==> config.mk <==
export PLATFORM = sky130hd
export DESIGN_NAME = bcd_iter_mul
export DESIGN_NICKNAME = d
export VERILOG_FILES = /design/src/rtl/bcd_mul_pkg.sv /design/src/rtl/bcd_adder.sv /design/src/rtl/bcd_pp_gen.sv /design/src/rtl/bcd_accum.sv /design/src/rtl/bcd_iter_mul.sv
export SDC_FILE = /design/constraint.sdc
export NUM_CORES = 1
export LEC_CHECK = 0
export ABC_AREA = 1
export BUFFER_PORTS_ARGS = -buffer_cell sky130_fd_sc_hd__buf_2
export CAP_MARGIN = 20
export CORE_MARGIN = 2
export CORE_UTILIZATION = 56
export DETAILED_ROUTE_END_ITERATION = 10
export PLACE_DENSITY = 0.84
export SYNTH_ARGS = -nofsm -noshare
export SYNTH_HDL_FRONTEND = slang
export SYNTH_SLANG_ARGS = --single-unit
==> constraint.sdc <==
create_clock -name clk -period 13.7 [get_ports clk]
set_input_delay 2.055 -clock clk [delete_from_list [all_inputs] [get_ports clk]]
set_output_delay 2.055 -clock clk [all_outputs]
set_load 0.1 [all_outputs]
==> src/rtl/bcd_mul_pkg.sv <==
package bcd_mul_pkg;

  // product of two BCD digits as two BCD digits {tens, units}
  function automatic logic [7:0] digit_mul(input logic [3:0] a, input logic [3:0] b);
    logic [6:0] p;
    p = 7'(a) * 7'(b);
    return {4'(p / 7'd10), 4'(p % 7'd10)};
  endfunction

  // one decimal digit add with carry in; returns {carry, digit}
  function automatic logic [4:0] digit_add(input logic [3:0] a, input logic [3:0] b,
                                           input logic cin);
    logic [4:0] t;
    t = 5'(a) + 5'(b) + 5'(cin);
    if (t > 5'd9) t = t + 5'd6;
    return t;
  endfunction

endpackage

==> src/rtl/bcd_adder.sv <==
module bcd_adder #(
  parameter int NDIG = 8
) (
  input  logic [4*NDIG-1:0] a,
  input  logic [4*NDIG-1:0] b,
  output logic [4*NDIG-1:0] sum,
  output logic              cout
);
  import bcd_mul_pkg::*;

  logic [NDIG:0] carry;
  assign carry[0] = 1'b0;

  for (genvar i = 0; i < NDIG; i++) begin : g_dig
    logic [4:0] t;
    assign t              = digit_add(a[4*i +: 4], b[4*i +: 4], carry[i]);
    assign sum[4*i +: 4]  = t[3:0];
    assign carry[i+1]     = t[4];
  end

  assign cout = carry[NDIG];
endmodule

==> src/rtl/bcd_pp_gen.sv <==
module bcd_pp_gen #(
  parameter int NDIG = 7,
  localparam int PPW = 4 * (NDIG + 1)
) (
  input  logic [4*NDIG-1:0] mcand,
  input  logic [3:0]        digit,
  output logic [PPW-1:0]    pp,
  output logic              pp_cout
);
  import bcd_mul_pkg::*;

  logic [4*NDIG-1:0] units_vec;
  logic [4*NDIG-1:0] tens_vec;

  for (genvar i = 0; i < NDIG; i++) begin : g_mul
    logic [7:0] dp;
    assign dp                  = digit_mul(mcand[4*i +: 4], digit);
    assign units_vec[4*i +: 4] = dp[3:0];
    assign tens_vec[4*i +: 4]  = dp[7:4];
  end

  // tens of digit i weigh one place more than units of digit i
  bcd_adder #(.NDIG(NDIG + 1)) u_sum (
    .a    ({4'h0, units_vec}),
    .b    ({tens_vec, 4'h0}),
    .sum  (pp),
    .cout (pp_cout)
  );
endmodule

==> src/rtl/bcd_accum.sv <==
module bcd_accum #(
  parameter int NDIG = 7,
  localparam int PPW = 4 * (NDIG + 1),
  localparam int HW  = 4 * NDIG
) (
  input  logic            clk,
  input  logic            rst,
  input  logic            pp_v,
  input  logic            pp_first,
  input  logic            pp_last,
  input  logic [PPW-1:0]  pp,
  output logic            prod_v,
  output logic [2*HW-1:0] prod_q
);
  logic [HW-1:0]  upper_q;
  logic [HW-1:0]  lower_q;
  logic [PPW-1:0] addend;
  logic [PPW-1:0] step_sum;
  logic           acc_cout;

  assign addend = pp_first ? '0 : {4'h0, upper_q};

  bcd_adder #(.NDIG(NDIG + 1)) u_acc (
    .a    (addend),
    .b    (pp),
    .sum  (step_sum),
    .cout (acc_cout)
  );

  always_ff @(posedge clk) begin
    if (rst) begin
      upper_q <= '0;
      lower_q <= '0;
      prod_v  <= 1'b0;
      prod_q  <= '0;
    end else begin
      prod_v <= pp_v && pp_last;
      if (pp_v) begin
        upper_q <= step_sum[PPW-1:4];
        lower_q <= {step_sum[3:0], lower_q[HW-1:4]};
        if (pp_last)
          prod_q <= {step_sum[PPW-1:4], step_sum[3:0], lower_q[HW-1:4]};
      end
    end
  end

  // running sum never exceeds NDIG+1 digits
  p_acc_fits_r1: assert property (@(posedge clk) disable iff (rst) pp_v |-> !acc_cout);
  // the last accumulation is what raises the result strobe
  p_done_after_last_r2: assert property (@(posedge clk) disable iff (rst)
    (pp_v && pp_last) |=> prod_v);
  p_single_pulse_r4: assert property (@(posedge clk) disable iff (rst) prod_v |=> !prod_v);
  for (genvar d = 0; d < 2*NDIG; d++) begin : g_chk
    p_digit_bcd_r1: assert property (@(posedge clk) disable iff (rst)
      prod_v |-> (prod_q[4*d +: 4] <= 4'd9));
  end
endmodule

==> src/rtl/bcd_iter_mul.sv <==
module bcd_iter_mul #(
  parameter int NDIG = 7,
  localparam int HW  = 4 * NDIG,
  localparam int PPW = 4 * (NDIG + 1),
  localparam int CW  = (NDIG > 1) ? $clog2(NDIG) : 1
) (
  input  logic            clk,
  input  logic            rst,
  input  logic            in_valid,
  output logic            in_ready,
  input  logic [HW-1:0]   in_mcand,
  input  logic [HW-1:0]   in_mplier,
  output logic            out_valid,
  output logic [2*HW-1:0] out_prod
);
  // generation stage state
  logic [HW-1:0]  mcand_q;
  logic [HW-1:0]  mplier_q;
  logic [CW-1:0]  step_q;
  logic           gen_busy;
  logic           gen_last;
  logic           accept;
  // partial product pipeline register
  logic [PPW-1:0] pp_w;
  logic           pp_cout;
  logic [PPW-1:0] pp_q;
  logic           pp_v_q;
  logic           pp_first_q;
  logic           pp_last_q;

  assign gen_last = gen_busy && (step_q == CW'(NDIG - 1));
  assign in_ready = !gen_busy || gen_last;
  assign accept   = in_valid && in_ready;

  bcd_pp_gen #(.NDIG(NDIG)) u_ppgen (
    .mcand   (mcand_q),
    .digit   (mplier_q[3:0]),
    .pp      (pp_w),
    .pp_cout (pp_cout)
  );

  always_ff @(posedge clk) begin
    if (rst) begin
      gen_busy <= 1'b0;
      step_q   <= '0;
      mcand_q  <= '0;
      mplier_q <= '0;
    end else if (accept) begin
      gen_busy <= 1'b1;
      step_q   <= '0;
      mcand_q  <= in_mcand;
      mplier_q <= in_mplier;
    end else if (gen_last) begin
      gen_busy <= 1'b0;
    end else if (gen_busy) begin
      step_q   <= step_q + CW'(1);
      mplier_q <= mplier_q >> 4;
    end
  end

  always_ff @(posedge clk) begin
    if (rst) begin
      pp_v_q     <= 1'b0;
      pp_first_q <= 1'b0;
      pp_last_q  <= 1'b0;
      pp_q       <= '0;
    end else begin
      pp_v_q     <= gen_busy;
      pp_first_q <= gen_busy && (step_q == '0);
      pp_last_q  <= gen_last;
      pp_q       <= pp_w;
    end
  end

  bcd_accum #(.NDIG(NDIG)) u_accum (
    .clk      (clk),
    .rst      (rst),
    .pp_v     (pp_v_q),
    .pp_first (pp_first_q),
    .pp_last  (pp_last_q),
    .pp       (pp_q),
    .prod_v   (out_valid),
    .prod_q   (out_prod)
  );

  // a digit times the multiplicand fits in NDIG+1 digits
  p_pp_fits_r1: assert property (@(posedge clk) disable iff (rst) gen_busy |-> !pp_cout);
  // an operation keeps stepping until its last digit
  p_no_early_ready_r3: assert property (@(posedge clk) disable iff (rst)
    (gen_busy && !gen_last) |=> (gen_busy && step_q == $past(step_q) + CW'(1)));
  p_accept_starts_r7: assert property (@(posedge clk) disable iff (rst)
    accept |=> (gen_busy && step_q == '0));
  p_last_reaches_acc_r2: assert property (@(posedge clk) disable iff (rst)
    gen_last |=> (pp_v_q && pp_last_q));
endmodule

==> results of run 1 <==
-- power breakdown --
group          internal (mW)  switching (mW)  leakage (nW)  total, mW
Sequential             0.641          0.0276          1.67      0.668
Combinational          0.372           0.567          8.12      0.939
Clock                  0.318           0.244         0.335      0.562
Total                   1.33           0.839          10.1       2.17
-- layout by cell type (no fill, tap or decap), drive strengths merged, types with 5 or more instances in the layout --
cell and n:
a211oi 13, a21oi 117, a31oi 5, buf 194, clkbuf 35, clkinv 10
dfxtp 204, fa 53, ha 147, inv 466, nand2 503, nand3 114
nand3b 8, nand4 18, nor2 238, o211ai 10, o21ai 189, o221ai 16
o22ai 6, xnor2 28, xor2 57
-- timing repair --
| action | CTS | global route |
|---|---|---|
| endpoints found under the setup margin | 9 | 13 |
| gates cloned | 0 | 2 |
| buffers inserted | 0 | 34 |
| gates resized for setup | 31 | 192 |
| pin swaps | 7 | 105 |
-- state kept, by name, indices dropped and copies added (netlist names) --
| name | flops |
|---|---|
| mcand_q | 28 |
| u_accum.upper_q | 28 |
| u_accum.lower_q | 24 |
| pp_q | 32 |
| pp_v_q | 1 |
| gen_busy | 1 |
| u_accum.prod_v | 1 |
| pp_last_q | 1 |
| step_q | 3 |
| u_accum.prod_q | 56 |
| mplier_q | 28 |
| pp_first_q | 1 |
-- metal layers --
| metal | part of all wire | vias to the layer above |
|---|---|---|
| met5 | 0 | - |
| met4 | 0.029 | 0 |
| met3 | 0.049 | 81 |
| met2 | 0.49 | 447 |
| met1 | 0.44 | 6850 |
| li1 | - | 7416 |
-- cell families (layout without fill, tap and decap cells) --
| group | Yosys count | in the layout | share of synthesized area |
|---|---|---|---|
| xor gates and xnor gates | 85 | 85 | 0.0490 |
| muxes | 3 | 3 | 0.00192 |
| buffers and inverters | 540 | 705 | 0.130 |
| and+or+nand+nor | 885 | 885 | 0.242 |
| DFF | 204 | 204 | 0.261 |
| AOI/OAI and AO/OA | 366 | 366 | 0.130 |
| adders and majority gates | 200 | 200 | 0.185 |
-- layout make-up --
cell class                 instances  area share
timing repair buffer             196      0.0680
clock buffer                      33      0.0341
clock inverter                     6     0.00223
sequential                       204       0.221
tap                              378      0.0255
inverter                         470      0.0954
multi-input combinational       1539       0.554
-- how the worst min path moves through the flow --
stage / from / to / cells past startpoint
after floorplan: u_accum.lower_q[22] / u_accum.prod_q[18] / 2
after global placement: gen_busy / pp_last_q / 2
after detailed placement: mplier_q[26] / mplier_q[26] / 2
after CTS: mplier_q[26] / mplier_q[26] / 2
after global routing: u_accum.lower_q[16] / u_accum.lower_q[16] / 2
final: gen_busy / pp_last_q / 2
-- critical path, delay by kind of cell (launching register included) --
kind,cells,cell delay [ns]
flip-flops,1,0.36
buffers and inverters,19,1.20
XOR/XNOR,6,1.02
adder cells (fa/ha/maj),23,7.76
AND/OR/NAND/NOR,24,2.52
AO/OA/AOI/OAI,10,1.09
-- synthesized netlist by cell type, types with 4 or more instances --
cell type,number,area share
o21ai_1,10,0.0032
fa_1,53,0.068
xnor2_1,27,0.015
a31oi_1,5,0.0020
ha_1,147,0.12
nor2_2,4,0.0016
o211ai_1,10,0.0048
clkbuf_1,56,0.013
a21oi_1,115,0.037
nor2_1,234,0.056
buf_1,12,0.0029
a211oi_1,13,0.0062
dfxtp_1,204,0.26
nand3_2,12,0.0077
o21ai_2,5,0.0028
inv_2,8,0.0019
nand3b_1,6,0.0029
o22ai_1,6,0.0024
o221ai_1,16,0.0090
nand4_1,17,0.0068
nand2_2,52,0.021
nand3_1,101,0.032
o21ai_0,173,0.055
nand2_1,450,0.11
inv_1,459,0.11
xor2_1,55,0.031
-- per-stage QoR --
stage | instances | hold slack, ns | TNS (ns)
finish | 2826 | 0.459 | -1.13
global route | 2826 | 0.490 | -6.77
CTS | 2790 | 0.463 | 0
detailed placement | 2751 | 0.455 | -3.94
global placement | 2750 | 0.448 | -0.00726
floorplan | 2283 | 0.430 | 0
==> out/qor.json, run 1 <==
{
  "routing": {
    "vias": 14800,
    "detail_route.first_pass.iterations": 8,
    "post_drt_wl_per_cell_um": 13.7,
    "antenna_left": 0,
    "drtIter0Drc": 987,
    "viasPerCell": 5.23,
    "drc": 1,
    "drt-total-wl_um": 38700
  },
  "placed_design": {
    "gp_congestion": 0.868,
    "buffer_ports.inserted": 116,
    "hpwlAfterDp_um": 26200,
    "placed_instance_area_um2": 16800,
    "pre_cts_slack_ns": -0.622
  },
  "sta": {
    "rsz0062_at_grt": "true",
    "finalSetupViolations": 3,
    "final.min_clock_period_ns": 14.11,
    "skew_ns": 0.0144,
    "timing.max_slew.rel_slack": 0.371,
    "fmax_ghz": 0.0709,
    "finalCritPeriodShare": 1.03,
    "final_critical_path_setup_slack_ns": -0.406,
    "hold_viol": 0,
    "final-max-slew-violation-count": 0,
    "worst_tran_pin_value_ns": 0.942
  },
  "clock_tree": {
    "insertion_delay_ns": 0.53,
    "cts_max_level": 1,
    "clk_transition_reported_paths_ns": 0.06,
    "cts-buffers-inserted": 22,
    "buffer_cell_driving_the_clock_tree_root": "clkbuf_16",
    "clk_path_buf_depth": 3,
    "cts_tree": "built",
    "numClockSinks": 204,
    "cts-hold-fix-buffers": 0
  },
  "synthesis": {
    "ys_seq_area_frac": 0.261,
    "async_flop_share": 0,
    "synth-warning-count": 0,
    "synth_edf_count": 0,
    "synth_seq_cells": 204,
    "synthesis.area_um2": 15600,
    "synth_top_flop_cell": "dfxtp_1",
    "syn-num-nets": 2542,
    "synth_area_per_cell_um2": 6.85,
    "synthCells": 2283,
    "ys_types": 46
  },
  "critical_path": {
    "ff2ff_setup_slack_ns": -0.41,
    "worst_setup_path_start_kind": "register",
    "reg2reg_to": "pp_q[29]",
    "crit_slowest_cell": "fa_2",
    "launch_point_of_the_worst_reg_to_reg_path": "mplier_q[1]",
    "critPathKind": "reg -> reg",
    "worstPathArrival_ns": 14.49,
    "worst-endpoint-required_ns": 14.08,
    "worst_path_most_repeated_cell": "fa_2",
    "timing.critical_path.from": "mplier_q[1]",
    "end_of_the_critical_path": "pp_q[29]",
    "r2r_cells": 82,
    "worst_path_largest_cell_delay_ns": 0.65,
    "crit_path_end_kind": "register",
    "timing.critical_path.fanout_max": 5
  },
  "finish": {
    "regArea_um2": 4100,
    "layout-drive-gt1-share": 0.200,
    "final_net_count": 2692,
    "area.growth.synth_to_final_pct": 18.5,
    "post-route-util": 0.671,
    "diodes": 0,
    "fill_cells": 2181,
    "area_of_combinational_cells_with_multiple_inputs_um2": 10300,
    "final_standard_cell_area_without_fillers_um2": 18500
  },
  "floorplan": {
    "die-area_um2": 29300,
    "coreArea_um2": 27600,
    "die_width_um": 171,
    "placement_rows": 61,
    "chipHeight_um": 171,
    "number_of_top_level_pins": 117,
    "effective_utilization_at_floorplan": 0.566
  },
  "grt": {
    "number_of_global_route_vias_before_repair": 13400,
    "gr-usage-met3": 0.0238,
    "antenna_found_initial": 0,
    "grt_start_max_net_pins": 78,
    "use_met1": 0.307,
    "global_route.usage.met2": 0.417,
    "grt_pass1_wl_um": 58500,
    "grt_remaining_overflow": 0,
    "globalRouteTotalUtil": 0.235,
    "top_usage_layer": "met2"
  },
  "power_and_ir_drop": {
    "pwr_density_cell_nw_per_um2": 117,
    "vdd.ir_drop.worst_v": 0.0000940,
    "leakagePower_nw": 10.1,
    "total_power_mw": 2.17
  },
  "status": {
    "run_status": "finished, violations left",
    "violations": "DRC, setup timing"
  },
  "min_path": {
    "hold_class": "reg -> reg"
  },
  "job": {
    "drv.max_cap_violation_count": 0
  }
}
No activity file was read; power rests on OpenSTA's default activity.
==> inputs of run 2 (changes only) <==
Settings changed: CORE_UTILIZATION 56 to 60, CTS_BUF_LIST from default to sky130_fd_sc_hd__clkbuf_4, PLACE_DENSITY 0.84 to 0.86, SETUP_SLACK_MARGIN from default to 0.3.
Clock period 13.7 ns to 15.43 ns, I/O delays scaled along.
==> out/qor.json, run 2 (synthesized netlist as in run 1, its figures left out) <==
{
  "clock_tree": {
    "cts_max_level": {"value": 2, "change": "+1"},
    "insertion_delay": {"value": 0.71, "unit": "ns", "change": "+0.18 ns"},
    "cts-buffers-inserted": {"value": 53, "change": "+140%"},
    "cts_tree": "built",
    "cts-hold-fix-buffers": {"value": 0, "change": "unchanged"},
    "clk_path_buf_depth": {"value": 3, "change": "unchanged"},
    "numClockSinks": {"value": 204, "change": "unchanged"},
    "buffer_cell_driving_the_clock_tree_root": "clkbuf_4",
    "clk_transition_reported_paths": {"value": 0.07, "unit": "ns", "change": "about the same"}
  },
  "grt": {
    "grt_remaining_overflow": {"value": 0, "change": "unchanged"},
    "grt_start_max_net_pins": {"value": 88, "change": "+13%"},
    "antenna_found_initial": {"value": 1, "change": "+1"},
    "globalRouteTotalUtil": {"value": 0.254, "change": "+0.0188"},
    "number_of_global_route_vias_before_repair": {"value": 13500, "change": "+0.75%"},
    "grt_pass1_wl": {"value": 58400, "unit": "µm", "change": "-0.16%"}
  },
  "routing": {
    "post_drt_wl_per_cell": {"value": 12.9, "unit": "µm", "change": "-5.5%"},
    "detail_route.first_pass.iterations": {"value": 5, "change": "-3"},
    "highest_layer": "met4",
    "wl_met1": {"value": 16000, "unit": "µm", "change": "-5.2%"},
    "drc": {"value": 0, "change": "-1"},
    "drtIter0Drc": {"value": 989, "change": "+0.20%"},
    "viasPerCell": {"value": 5.25, "change": "+0.20%"},
    "dr_wl_met3": {"value": 1940, "unit": "µm", "change": "+2.4%"},
    "drt-total-wl": {"value": 35800, "unit": "µm", "change": "-7.3%"},
    "antenna_left": {"value": 0, "change": "unchanged"},
    "vias": {"value": 14500, "change": "-1.7%"},
    "wl_met2": {"value": 17000, "unit": "µm", "change": "-9.7%"}
  },
  "job": {
    "drv.max_cap_violation_count": {"value": 0, "change": "unchanged"}
  },
  "placed_design": {
    "hpwlAfterDp": {"value": 26000, "unit": "µm", "change": "-0.84%"},
    "gp_congestion": {"value": 0.868, "change": "about the same"},
    "buffer_ports.inserted": {"value": 116, "change": "unchanged"},
    "placed_instance_area": {"value": 16500, "unit": "µm²", "change": "-1.9%"},
    "pre_cts_slack": {"value": 0.403, "unit": "ns", "change": "+1.02 ns"}
  },
  "floorplan": {
    "placement_rows": {"value": 59, "change": "-3.3%"},
    "coreArea": {"value": 25800, "unit": "µm²", "change": "-6.5%"},
    "die-area": {"value": 27400, "unit": "µm²", "change": "-6.5%"},
    "effective_utilization_at_floorplan": {"value": 0.605, "change": "+0.0393"},
    "die_width": {"value": 165, "unit": "µm", "change": "-3.3%"},
    "chipHeight": {"value": 165, "unit": "µm", "change": "-3.3%"},
    "number_of_top_level_pins": {"value": 117, "change": "unchanged"}
  },
  "finish": {
    "layout_top_registers": "u_accum.prod_q (56), pp_q (32)",
    "final_cell_mix": "458 x inv_1, 446 x nand2_1, 232 x nor2_1, 202 x dfxtp_1, 173 x o21ai_0",
    "final_standard_cell_area_without_fillers": {"value": 17500, "unit": "µm²", "change": "-5.9%"},
    "final_net_count": {"value": 2661, "change": "-1.2%"},
    "mostFrequentLayoutCell": "inv_1",
    "reg_with_most_ffs": "u_accum.prod_q",
    "layout-drive-gt1-share": {"value": 0.142, "change": "-0.0578"},
    "number_of_flip_flops_in_the_largest_register": {"value": 56, "change": "unchanged"},
    "area.growth.synth_to_final_pct": 11.6
  },
  "sta": {
    "final_critical_path_setup_slack": {"value": 1.09, "unit": "ns", "change": "+1.49 ns"},
    "finalSetupViolations": {"value": 0, "change": "-3"},
    "timing.max_slew.rel_slack": {"value": 0.341, "change": "-0.0298"},
    "fmax": {"value": 0.0697, "unit": "GHz", "change": "-1.7%"},
    "finalSetupTns": {"value": 0, "unit": "ns", "change": "+1.13 ns"},
    "skew": {"value": 0.0570, "unit": "ns", "change": "+0.0426 ns"},
    "rsz0062_at_grt": "true",
    "final.min_clock_period": {"value": 14.34, "unit": "ns", "change": "+0.237 ns"},
    "holdWs": {"value": 0.468, "unit": "ns", "change": "+0.00911 ns"},
    "finalCritPeriodShare": {"value": 0.930, "change": "-0.100"},
    "hold_viol": {"value": 0, "change": "unchanged"},
    "final-max-slew-violation-count": {"value": 0, "change": "unchanged"},
    "worst_tran_pin_value": {"value": 0.987, "unit": "ns", "change": "+0.0447 ns"}
  },
  "status": {
    "run_status": "complete, no violations"
  },
  "critical_path": {
    "worst_setup_path_start_kind": "register",
    "crit_slowest_cell": "fa_1",
    "r2r_cells": {"value": 89, "change": "+8.5%"},
    "worst_path_most_repeated_cell": "inv_1",
    "worstPathArrival": {"value": 14.85, "unit": "ns", "change": "+0.36 ns"},
    "critPathKind": "reg -> reg",
    "crit_path_end_kind": "register",
    "worst_path_largest_cell_delay": {"value": 0.54, "unit": "ns", "change": "-0.11 ns"},
    "ff2ff_setup_slack": {"value": 1.09, "unit": "ns", "change": "+1.49 ns"},
    "timing.critical_path.fanout_max": {"value": 15, "change": "+10"},
    "worst-endpoint-required": {"value": 15.93, "unit": "ns", "change": "+1.85 ns"}
  },
  "power_and_ir_drop": {
    "power_switching_share": {"value": 0.392, "change": "+0.00536"},
    "pwr_density_cell": {"value": 97.9, "unit": "nW/µm²", "change": "-16%"},
    "power_frac_clock": {"value": 0.268, "change": "+0.009"},
    "power.sequential.fraction": {"value": 0.347, "change": "+0.039"},
    "vdd.ir_drop.worst": {"value": 0.0000624, "unit": "V", "change": "-34%"},
    "total_switching_power": {"value": 0.670, "unit": "mW", "change": "-20%"},
    "combinationalPowerShare": {"value": 0.385, "change": "-0.048"},
    "cell_internal_pwr": {"value": 1.04, "unit": "mW", "change": "-22%"},
    "leakagePower": {"value": 9.83, "unit": "nW", "change": "-2.9%"},
    "total_power": {"value": 1.71, "unit": "mW", "change": "-21%"}
  },
  "min_path": {
    "hold_class": "reg -> reg",
    "whs_path_depth": {"value": 2, "change": "unchanged"}
  }
}
==> run 2: changes by cell type in the layout (fill, tap and decap cells not counted), sizes merged <==
cell,previous run,this run
clkinv,10,17
buf,194,132
clkbuf,35,75
bufinv,0,1
clkinvlp,0,1
inv,466,468
diode,0,1
==> run 2: worst paths after layout <==
path                    to         from
setup / recovery  pp_q[29]  mplier_q[3]
hold / removal      pp_v_q     gen_busy
setup reg to reg  pp_q[29]  mplier_q[3]
hold reg to reg     pp_v_q     gen_busy
==> run 2: critical path, delay by kind of cell, from the launching register on <==
kind            cells  cell delay (ns)
fa+ha+maj          25             7.64
simple gates       28             2.65
buf+inv            21             1.55
xor+xnor            6             1.08
compound gates      9             0.85
flops               1             0.39
==> run 2: metal layers <==
metal,global-route usage,vias up
li1,-,7381
met1,0.324,6675
met2,0.442,407
met3,0.0362,82
met4,0.0819,0
met5,0,-
==> run 2: power groups by stage <==
| stage | sequential (mW) | combinational [mW] | clock (mW) |
|---|---|---|---|
| detailed placement | 0.603 | 0.614 | 0 |
| global route | 0.597 | 0.745 | 0.499 |
| finish | 0.593 | 0.658 | 0.458 |
| CTS | 0.592 | 0.619 | 0.469 |
| global placement | 0.601 | 0.574 | 0 |
| floorplan | 0.595 | 0.481 | 0 |
==> run 2: area by class of cell <==
type / instances / area (µm²)
timing repair buffer: 134 / 807
sequential: 204 / 4090
antenna: 1 / 2.50
fill: 2154 / 8380
tap: 335 / 419
multi-input combinational: 1539 / 9720
clock inverter: 17 / 100
clock buffer: 73 / 548
inverter: 470 / 1770
==> run 2: repair_timing <==
item / in CTS / in global routing
setup endpoints to repair: 0 / 13
hold endpoints to repair: 0 / 0
buffers inserted: 0 / 4
gates resized for setup: 0 / 56
==> run 2: per-stage QoR <==
step	cells	util
2_1_floorplan	2283	-
3_3_place_gp	2675	0.637
3_5_place_dp	2675	0.637
4_1_cts	2765	0.662
5_1_grt	2773	0.676
6_report	2773	0.676
